**src/rtl/bscan_seg_pkg.sv**
```systemverilog
package bscan_seg_pkg;

  localparam int unsigned CELLS_PER_PAD = 3;

  typedef enum logic [1:0] {
    BSM_SAMPLE = 2'b00,
    BSM_EXTEST = 2'b01,
    BSM_CLAMP  = 2'b10,
    BSM_HIGHZ  = 2'b11
  } bsm_mode_e;

  typedef enum logic [1:0] {
    CELL_IN   = 2'd0,
    CELL_DATA = 2'd1,
    CELL_EN   = 2'd2
  } cell_kind_e;

  // position of a cell inside a segment, counted from the tdo end
  function automatic int unsigned cell_pos(int unsigned pad_local, cell_kind_e kind);
    return CELLS_PER_PAD * pad_local + 32'(kind);
  endfunction

  function automatic logic drives_from_update(bsm_mode_e m);
    return m != BSM_SAMPLE;
  endfunction

  function automatic logic update_allowed(bsm_mode_e m);
    return (m == BSM_SAMPLE) || (m == BSM_EXTEST);
  endfunction

  function automatic logic enables_released(bsm_mode_e m, logic disable_all);
    return (m == BSM_HIGHZ) || disable_all;
  endfunction

endpackage

```
**src/rtl/bscan_seg_group.sv**
```systemverilog
module bscan_seg_group
  import bscan_seg_pkg::*;
#(
  parameter int unsigned SEG_PADS = 8
) (
  input  logic                tck,
  input  logic                trst_n,
  input  logic                sel,
  input  logic                cap_en,
  input  logic                shift_en,
  input  logic                upd_fire,
  input  logic                si,
  input  logic [SEG_PADS-1:0] pad_in,
  input  logic [SEG_PADS-1:0] drv_out,
  input  logic [SEG_PADS-1:0] drv_oe,
  output logic [SEG_PADS-1:0] upd_out,
  output logic [SEG_PADS-1:0] upd_oe,
  output logic                so
);

  localparam int unsigned SEG_CELLS = CELLS_PER_PAD * SEG_PADS;

  logic [SEG_CELLS-1:0] sr_q;
  logic [SEG_CELLS-1:0] cap_vec;
  logic [SEG_PADS-1:0]  sh_out;
  logic [SEG_PADS-1:0]  sh_oe;

  for (genvar j = 0; j < SEG_PADS; j++) begin : g_pad
    localparam int unsigned P_IN = cell_pos(j, CELL_IN);
    localparam int unsigned P_DA = cell_pos(j, CELL_DATA);
    localparam int unsigned P_EN = cell_pos(j, CELL_EN);
    assign cap_vec[P_IN] = pad_in[j];
    assign cap_vec[P_DA] = drv_out[j];
    assign cap_vec[P_EN] = drv_oe[j];
    assign sh_out[j]     = sr_q[P_DA];
    assign sh_oe[j]      = sr_q[P_EN];
  end

  // shift stage: launches on the rising edge
  always_ff @(posedge tck or negedge trst_n) begin
    if (!trst_n) begin
      sr_q <= '0;
    end else if (sel && cap_en) begin
      sr_q <= cap_vec;
    end else if (sel && shift_en) begin
      sr_q <= {si, sr_q[SEG_CELLS-1:1]};
    end
  end

  // update stage: holds what the pads see
  always_ff @(posedge tck or negedge trst_n) begin
    if (!trst_n) begin
      upd_out <= '0;
      upd_oe  <= '0;
    end else if (sel && upd_fire) begin
      upd_out <= sh_out;
      upd_oe  <= sh_oe;
    end
  end

  // lock-up stage: takes the segment tail on the opposite edge
  always_ff @(negedge tck or negedge trst_n) begin
    if (!trst_n) so <= 1'b0;
    else         so <= sr_q[0];
  end

endmodule

```
**src/rtl/bscan_pad_drive.sv**
```systemverilog
module bscan_pad_drive
  import bscan_seg_pkg::*;
#(
  parameter int unsigned NUM_PADS = 16
) (
  input  bsm_mode_e           mode,
  input  logic                pad_disable,
  input  logic [NUM_PADS-1:0] core_out,
  input  logic [NUM_PADS-1:0] core_oe,
  input  logic [NUM_PADS-1:0] upd_out,
  input  logic [NUM_PADS-1:0] upd_oe,
  output logic [NUM_PADS-1:0] drv_out,
  output logic [NUM_PADS-1:0] drv_oe
);

  always_comb begin
    if (drives_from_update(mode)) begin
      drv_out = upd_out;
      drv_oe  = upd_oe;
    end else begin
      drv_out = core_out;
      drv_oe  = core_oe;
    end
    if (enables_released(mode, pad_disable)) drv_oe = '0;
  end

endmodule

```
**src/rtl/bscan_seg_chain.sv**
```systemverilog
module bscan_seg_chain
  import bscan_seg_pkg::*;
#(
  parameter int unsigned NUM_PADS = 16,
  parameter int unsigned SEG_PADS = 8
) (
  input  logic                         tck,
  input  logic                         trst_n,
  input  logic                         cap_en,
  input  logic                         shift_en,
  input  logic                         upd_en,
  input  logic [1:0]                   mode,
  input  logic                         pad_disable,
  input  logic                         seg_mask_ld,
  input  logic [NUM_PADS/SEG_PADS-1:0] seg_mask_in,
  input  logic                         tdi,
  output logic                         tdo,
  input  logic [NUM_PADS-1:0]          core_out,
  input  logic [NUM_PADS-1:0]          core_oe,
  input  logic [NUM_PADS-1:0]          pad_in,
  output logic [NUM_PADS-1:0]          pad_out,
  output logic [NUM_PADS-1:0]          pad_oe
);

  localparam int unsigned NUM_SEGS = NUM_PADS / SEG_PADS;

  bsm_mode_e           mode_e;
  logic                upd_fire;
  logic [NUM_SEGS-1:0] seg_mask_q;
  logic [NUM_SEGS-1:0] seg_so;
  logic [NUM_SEGS:0]   link;
  logic [NUM_PADS-1:0] upd_out_all;
  logic [NUM_PADS-1:0] upd_oe_all;
  logic [NUM_PADS-1:0] drv_out;
  logic [NUM_PADS-1:0] drv_oe;

  assign mode_e   = bsm_mode_e'(mode);
  assign upd_fire = upd_en && update_allowed(mode_e);

  always_ff @(posedge tck or negedge trst_n) begin
    if (!trst_n)          seg_mask_q <= '1;
    else if (seg_mask_ld) seg_mask_q <= seg_mask_in;
  end

  assign link[NUM_SEGS] = tdi;

  for (genvar s = 0; s < NUM_SEGS; s++) begin : g_seg
    bscan_seg_group #(.SEG_PADS(SEG_PADS)) u_grp (
      .tck      (tck),
      .trst_n   (trst_n),
      .sel      (seg_mask_q[s]),
      .cap_en   (cap_en),
      .shift_en (shift_en),
      .upd_fire (upd_fire),
      .si       (link[s+1]),
      .pad_in   (pad_in [s*SEG_PADS +: SEG_PADS]),
      .drv_out  (drv_out[s*SEG_PADS +: SEG_PADS]),
      .drv_oe   (drv_oe [s*SEG_PADS +: SEG_PADS]),
      .upd_out  (upd_out_all[s*SEG_PADS +: SEG_PADS]),
      .upd_oe   (upd_oe_all [s*SEG_PADS +: SEG_PADS]),
      .so       (seg_so[s])
    );
    // a deselected segment is a plain wire in the chain
    assign link[s] = seg_mask_q[s] ? seg_so[s] : link[s+1];
  end

  assign tdo = link[0];

  bscan_pad_drive #(.NUM_PADS(NUM_PADS)) u_drive (
    .mode        (mode_e),
    .pad_disable (pad_disable),
    .core_out    (core_out),
    .core_oe     (core_oe),
    .upd_out     (upd_out_all),
    .upd_oe      (upd_oe_all),
    .drv_out     (drv_out),
    .drv_oe      (drv_oe)
  );

  assign pad_out = drv_out;
  assign pad_oe  = drv_oe;

endmodule

```
**config.mk**
```make
export PLATFORM = sky130hd
export DESIGN_NAME = bscan_seg_chain
export DESIGN_NICKNAME = d
export VERILOG_FILES = /design/src/rtl/bscan_seg_pkg.sv /design/src/rtl/bscan_seg_group.sv /design/src/rtl/bscan_pad_drive.sv /design/src/rtl/bscan_seg_chain.sv
export SDC_FILE = /design/constraint.sdc
export NUM_CORES = 1
export LEC_CHECK = 0
export BUFFER_PORTS_ARGS = -buffer_cell sky130_fd_sc_hd__buf_4
export CAP_MARGIN = 30
export CORE_UTILIZATION = 49
export CTS_CLUSTER_SIZE = 16
export DETAILED_ROUTE_END_ITERATION = 7
export PLACE_DENSITY_LB_ADDON = 0.1
export SETUP_SLACK_MARGIN = 0.2
export SYNTH_ARGS = -nofsm -noshare
export SYNTH_HDL_FRONTEND = slang
export SYNTH_SLANG_ARGS = --single-unit
```
**constraint.sdc**
```tcl
create_clock -name tck -period 3.6 [get_ports tck]
set_input_delay 0.18 -clock tck [delete_from_list [all_inputs] [get_ports tck]]
set_output_delay 0.18 -clock tck [all_outputs]
set_load 0.1 [all_outputs]
```
==> metrics.md <==
| Metric | Value |
|---|---|
| Number of global-route vias before repair | 3380 |
| Area occupied by multi-input gates | 2160 µm² |
| Setup violators final | 0 |
| First-pass GRT wire length | 17.8 mm |
| Crit. End Element | output port |
| Startpoint Class | register |
| Synth area leader | dfrtp_1 |
| Worst-path clk slew | 0.08 ns |
| Top cell type's share of synthesized area | 44.9% |
| Die area | 9490 µm² |
| Die H | 97.4 µm |
| Final Hold Fails | 0 |
| Syn_nets | 466 |
| Top_reg_cell synth | dfrtp_1 |
| Pre-antenna DRT Iters | 4 |
| Placed cell area | 5120 µm² |
| Max clock buf depth | 2 |
| Post-synth ARST share | 100% |
| Design Area, Final | 5420 µm² |
| GRT Util Overall | 23.9% |
| Slew headroom | 61.4% |
| Clock skew | 0.0160 ns |
| CP Max Fanout | 2 |
| Ys Warns | 0 |
| Req. time, crit path | 3.42 ns |
| Clk sinks | 84 |
| Via-to-Cell Ratio | 5.79 |
| Crit. Startpoint | g_seg[1].u_grp.so |
| Worst min path class | input pin to register |
| First DRT Iteration DRCs | 256 |
| PwrDens | 708 nW/µm² |
| Pin count of the biggest net entering global routing | 49 |
| Share of cells above drive strength 1 | 36.6% |
| RSZ-0062 raised after global routing | yes |
| CP Capture Point | tdo |
| Slew Viols, Final | 0 |
| Die Wd | 97.4 µm |
| Critical path class | register to output port |
| RD Place Congestion | 0.778 |
| Clk root buf | clkbuf_8 |
| Setup TNS Final | 0 ns |
| WL/cell | 17.9 µm |
| H-tree levels | 3 |
| FP Rows | 34 |
| Detailed placer's ending HPWL | 7.31 mm |
| CTS buffer count | 9 |
| Max VDD drop | 0.607 mV |
| RR Endpoint | g_seg[0].u_grp.sr_q[23] |
| Status | completed |
| DRC | 0 |
| Reg2reg path depth | 4 |
| #FFs+latches synth | 84 |
| Vias | 3440 |
| Antenna violations before repair | 0 |
| Nets | 541 |
| Core Region | 8760 µm² |
| Sequential share of the synthesized area | 47.2% |
| Most area-consuming cells after synthesis | dfrtp_1, mux2_2, o22ai_1, o21a_1, o21ai_0 |
| Top-count cell post-synth | dfrtp_1 |
| Post-route ant nets | 0 |
| Reg area | 2100 µm² |
| Area of the mapped netlist | 4460 µm² |
| Static leakage | 2.40 nW |
| Worst-Skew Late Latency | 0.35 ns |
| Final Power | 3.83 mW |
| Hold WS | 0.0468 ns |
| GRT overflow | 0 |
| CTS tree | built |
| Commonest cells in the synthesized netlist | dfrtp_1, mux2_2, nor2_1, o21ai_0, o22ai_1 |
| Area grow syn2layout | 21.5% |
| Filler cells | 731 |
| ANT cells | 0 |
| Mean Syn Cell Area | 11.0 µm² |
| WL final | 10.6 mm |
| Netlist cell types | 43 |
| Number of port buffers | 92 |
| Number of synthesized flops with an enable pin | 0 |
| R2R Path Start | g_seg[1].u_grp.so |
| FF-to-FF setup slack | 0.78 ns |
| Max_cap viols | 0 |
| Initial core utilization | 50.9% |
| Ports | 93 |
| Data arrival time of the worst path | 3.20 ns |
| Synth Instances | 406 |
| Final design utilization | 61.8% |
| Least-Margin Pin Slew | 0.578 ns |
==> kinds of logic after synthesis <==
family / Yosys count / share of synthesized area (%)
AND/OR/NAND/NOR: 91 / 12.1
XOR/XNOR: 1 / 0.196
multiplexers: 60 / 15.2
flip-flops: 84 / 47.2
AO/OA/AOI/OAI: 132 / 20.8
buffers and inverters: 38 / 4.57
==> registers in the layout, indices dropped and copies added (netlist names) <==
signal	flops
g_seg.u_grp.so	2
g_seg.u_grp.sr_q	48
g_seg.u_grp.upd_oe	16
g_seg.u_grp.upd_out	16
seg_mask_q	2
==> per-stage QoR <==
| stage | worst slack, ns | cells |
|---|---|---|
| floorplan | 0.472 | 406 |
| finish | 0.219 | 594 |
| global route | 0.186 | 594 |
| CTS | 0.209 | 593 |
| global placement | 0.536 | 575 |
| detailed placement | 0.528 | 575 |
==> cells in the final DEF, fill, tap and decap left out, drive strengths merged, types with 5 or more instances in the layout <==
| master | instances |
|---|---|
| buf | 97 |
| dfrtp | 80 |
| mux2 | 51 |
| nor2 | 21 |
| o22ai | 20 |
| o21ai | 20 |
| a21oi | 17 |
| o21a | 16 |
| nor2b | 16 |
| nand2 | 15 |
| a22oi | 13 |
| nand3b | 10 |
| and3b | 10 |
| clkbuf | 10 |
| mux2i | 9 |
| nand2b | 9 |
| o221ai | 9 |
| o221a | 9 |
| a211oi | 7 |
| o22a | 6 |
| a21boi | 5 |
| nor3 | 5 |
| o31ai | 5 |
==> report_power, final <==
| part | switching, mW | internal [mW] | leakage, nW |
|---|---|---|---|
| clock network | 0.341 | 0.480 | 0.122 |
| logic | 1.02 | 0.543 | 1.26 |
| registers | 0.224 | 1.23 | 1.02 |
==> what timing repair did <==
action | in CTS | in global routing
buffers inserted | 0 | 1
endpoints found under the hold margin | 6 | 0
setup endpoints to repair | 1 | 1
gates cloned | 0 | 0
hold buffers | 2 | 0
resized for setup | 5 | 0
==> layout make-up <==
type	instances	share of cell area (%)
tap	108	2.49
clock buffer	10	2.54
sequential	84	38.8
multi-input combinational	284	39.8
timing repair buffer	99	14.0
inverter	3	0.208
clock inverter	6	2.05
==> worst min-delay path by stage <==
stage	start	slack, ns	end	cells after the start
after floorplan	trst_n	-0.12	g_seg[0].u_grp.sr_q[0]	0
after global placement	trst_n	0.02	g_seg[0].u_grp.sr_q[0]	1
after detailed placement	trst_n	0.02	g_seg[0].u_grp.sr_q[19]	1
after CTS	seg_mask_in[1]	0.04	seg_mask_q[1]	3
after global routing	seg_mask_in[1]	0.06	seg_mask_q[1]	3
final	seg_mask_in[1]	0.05	seg_mask_q[1]	3
==> per-layer routing <==
metal  vias to the layer above  GRT usage (%)  routed length (µm)
met4                         0           9.16                 183
li1                       1676              -                   -
met5                         -              0                   0
met2                        98           32.5                4530
met1                      1652           37.3                5290
met3                        14           4.39                 620
==> worst max-delay path, cell delays in order (launching register included) <==
cell,delay (ns)
dfrtn_1,0.33
mux2_4,0.27
mux2_4,0.30
buf_12,0.17
Note: power is estimated with default switching activity, not from simulation.
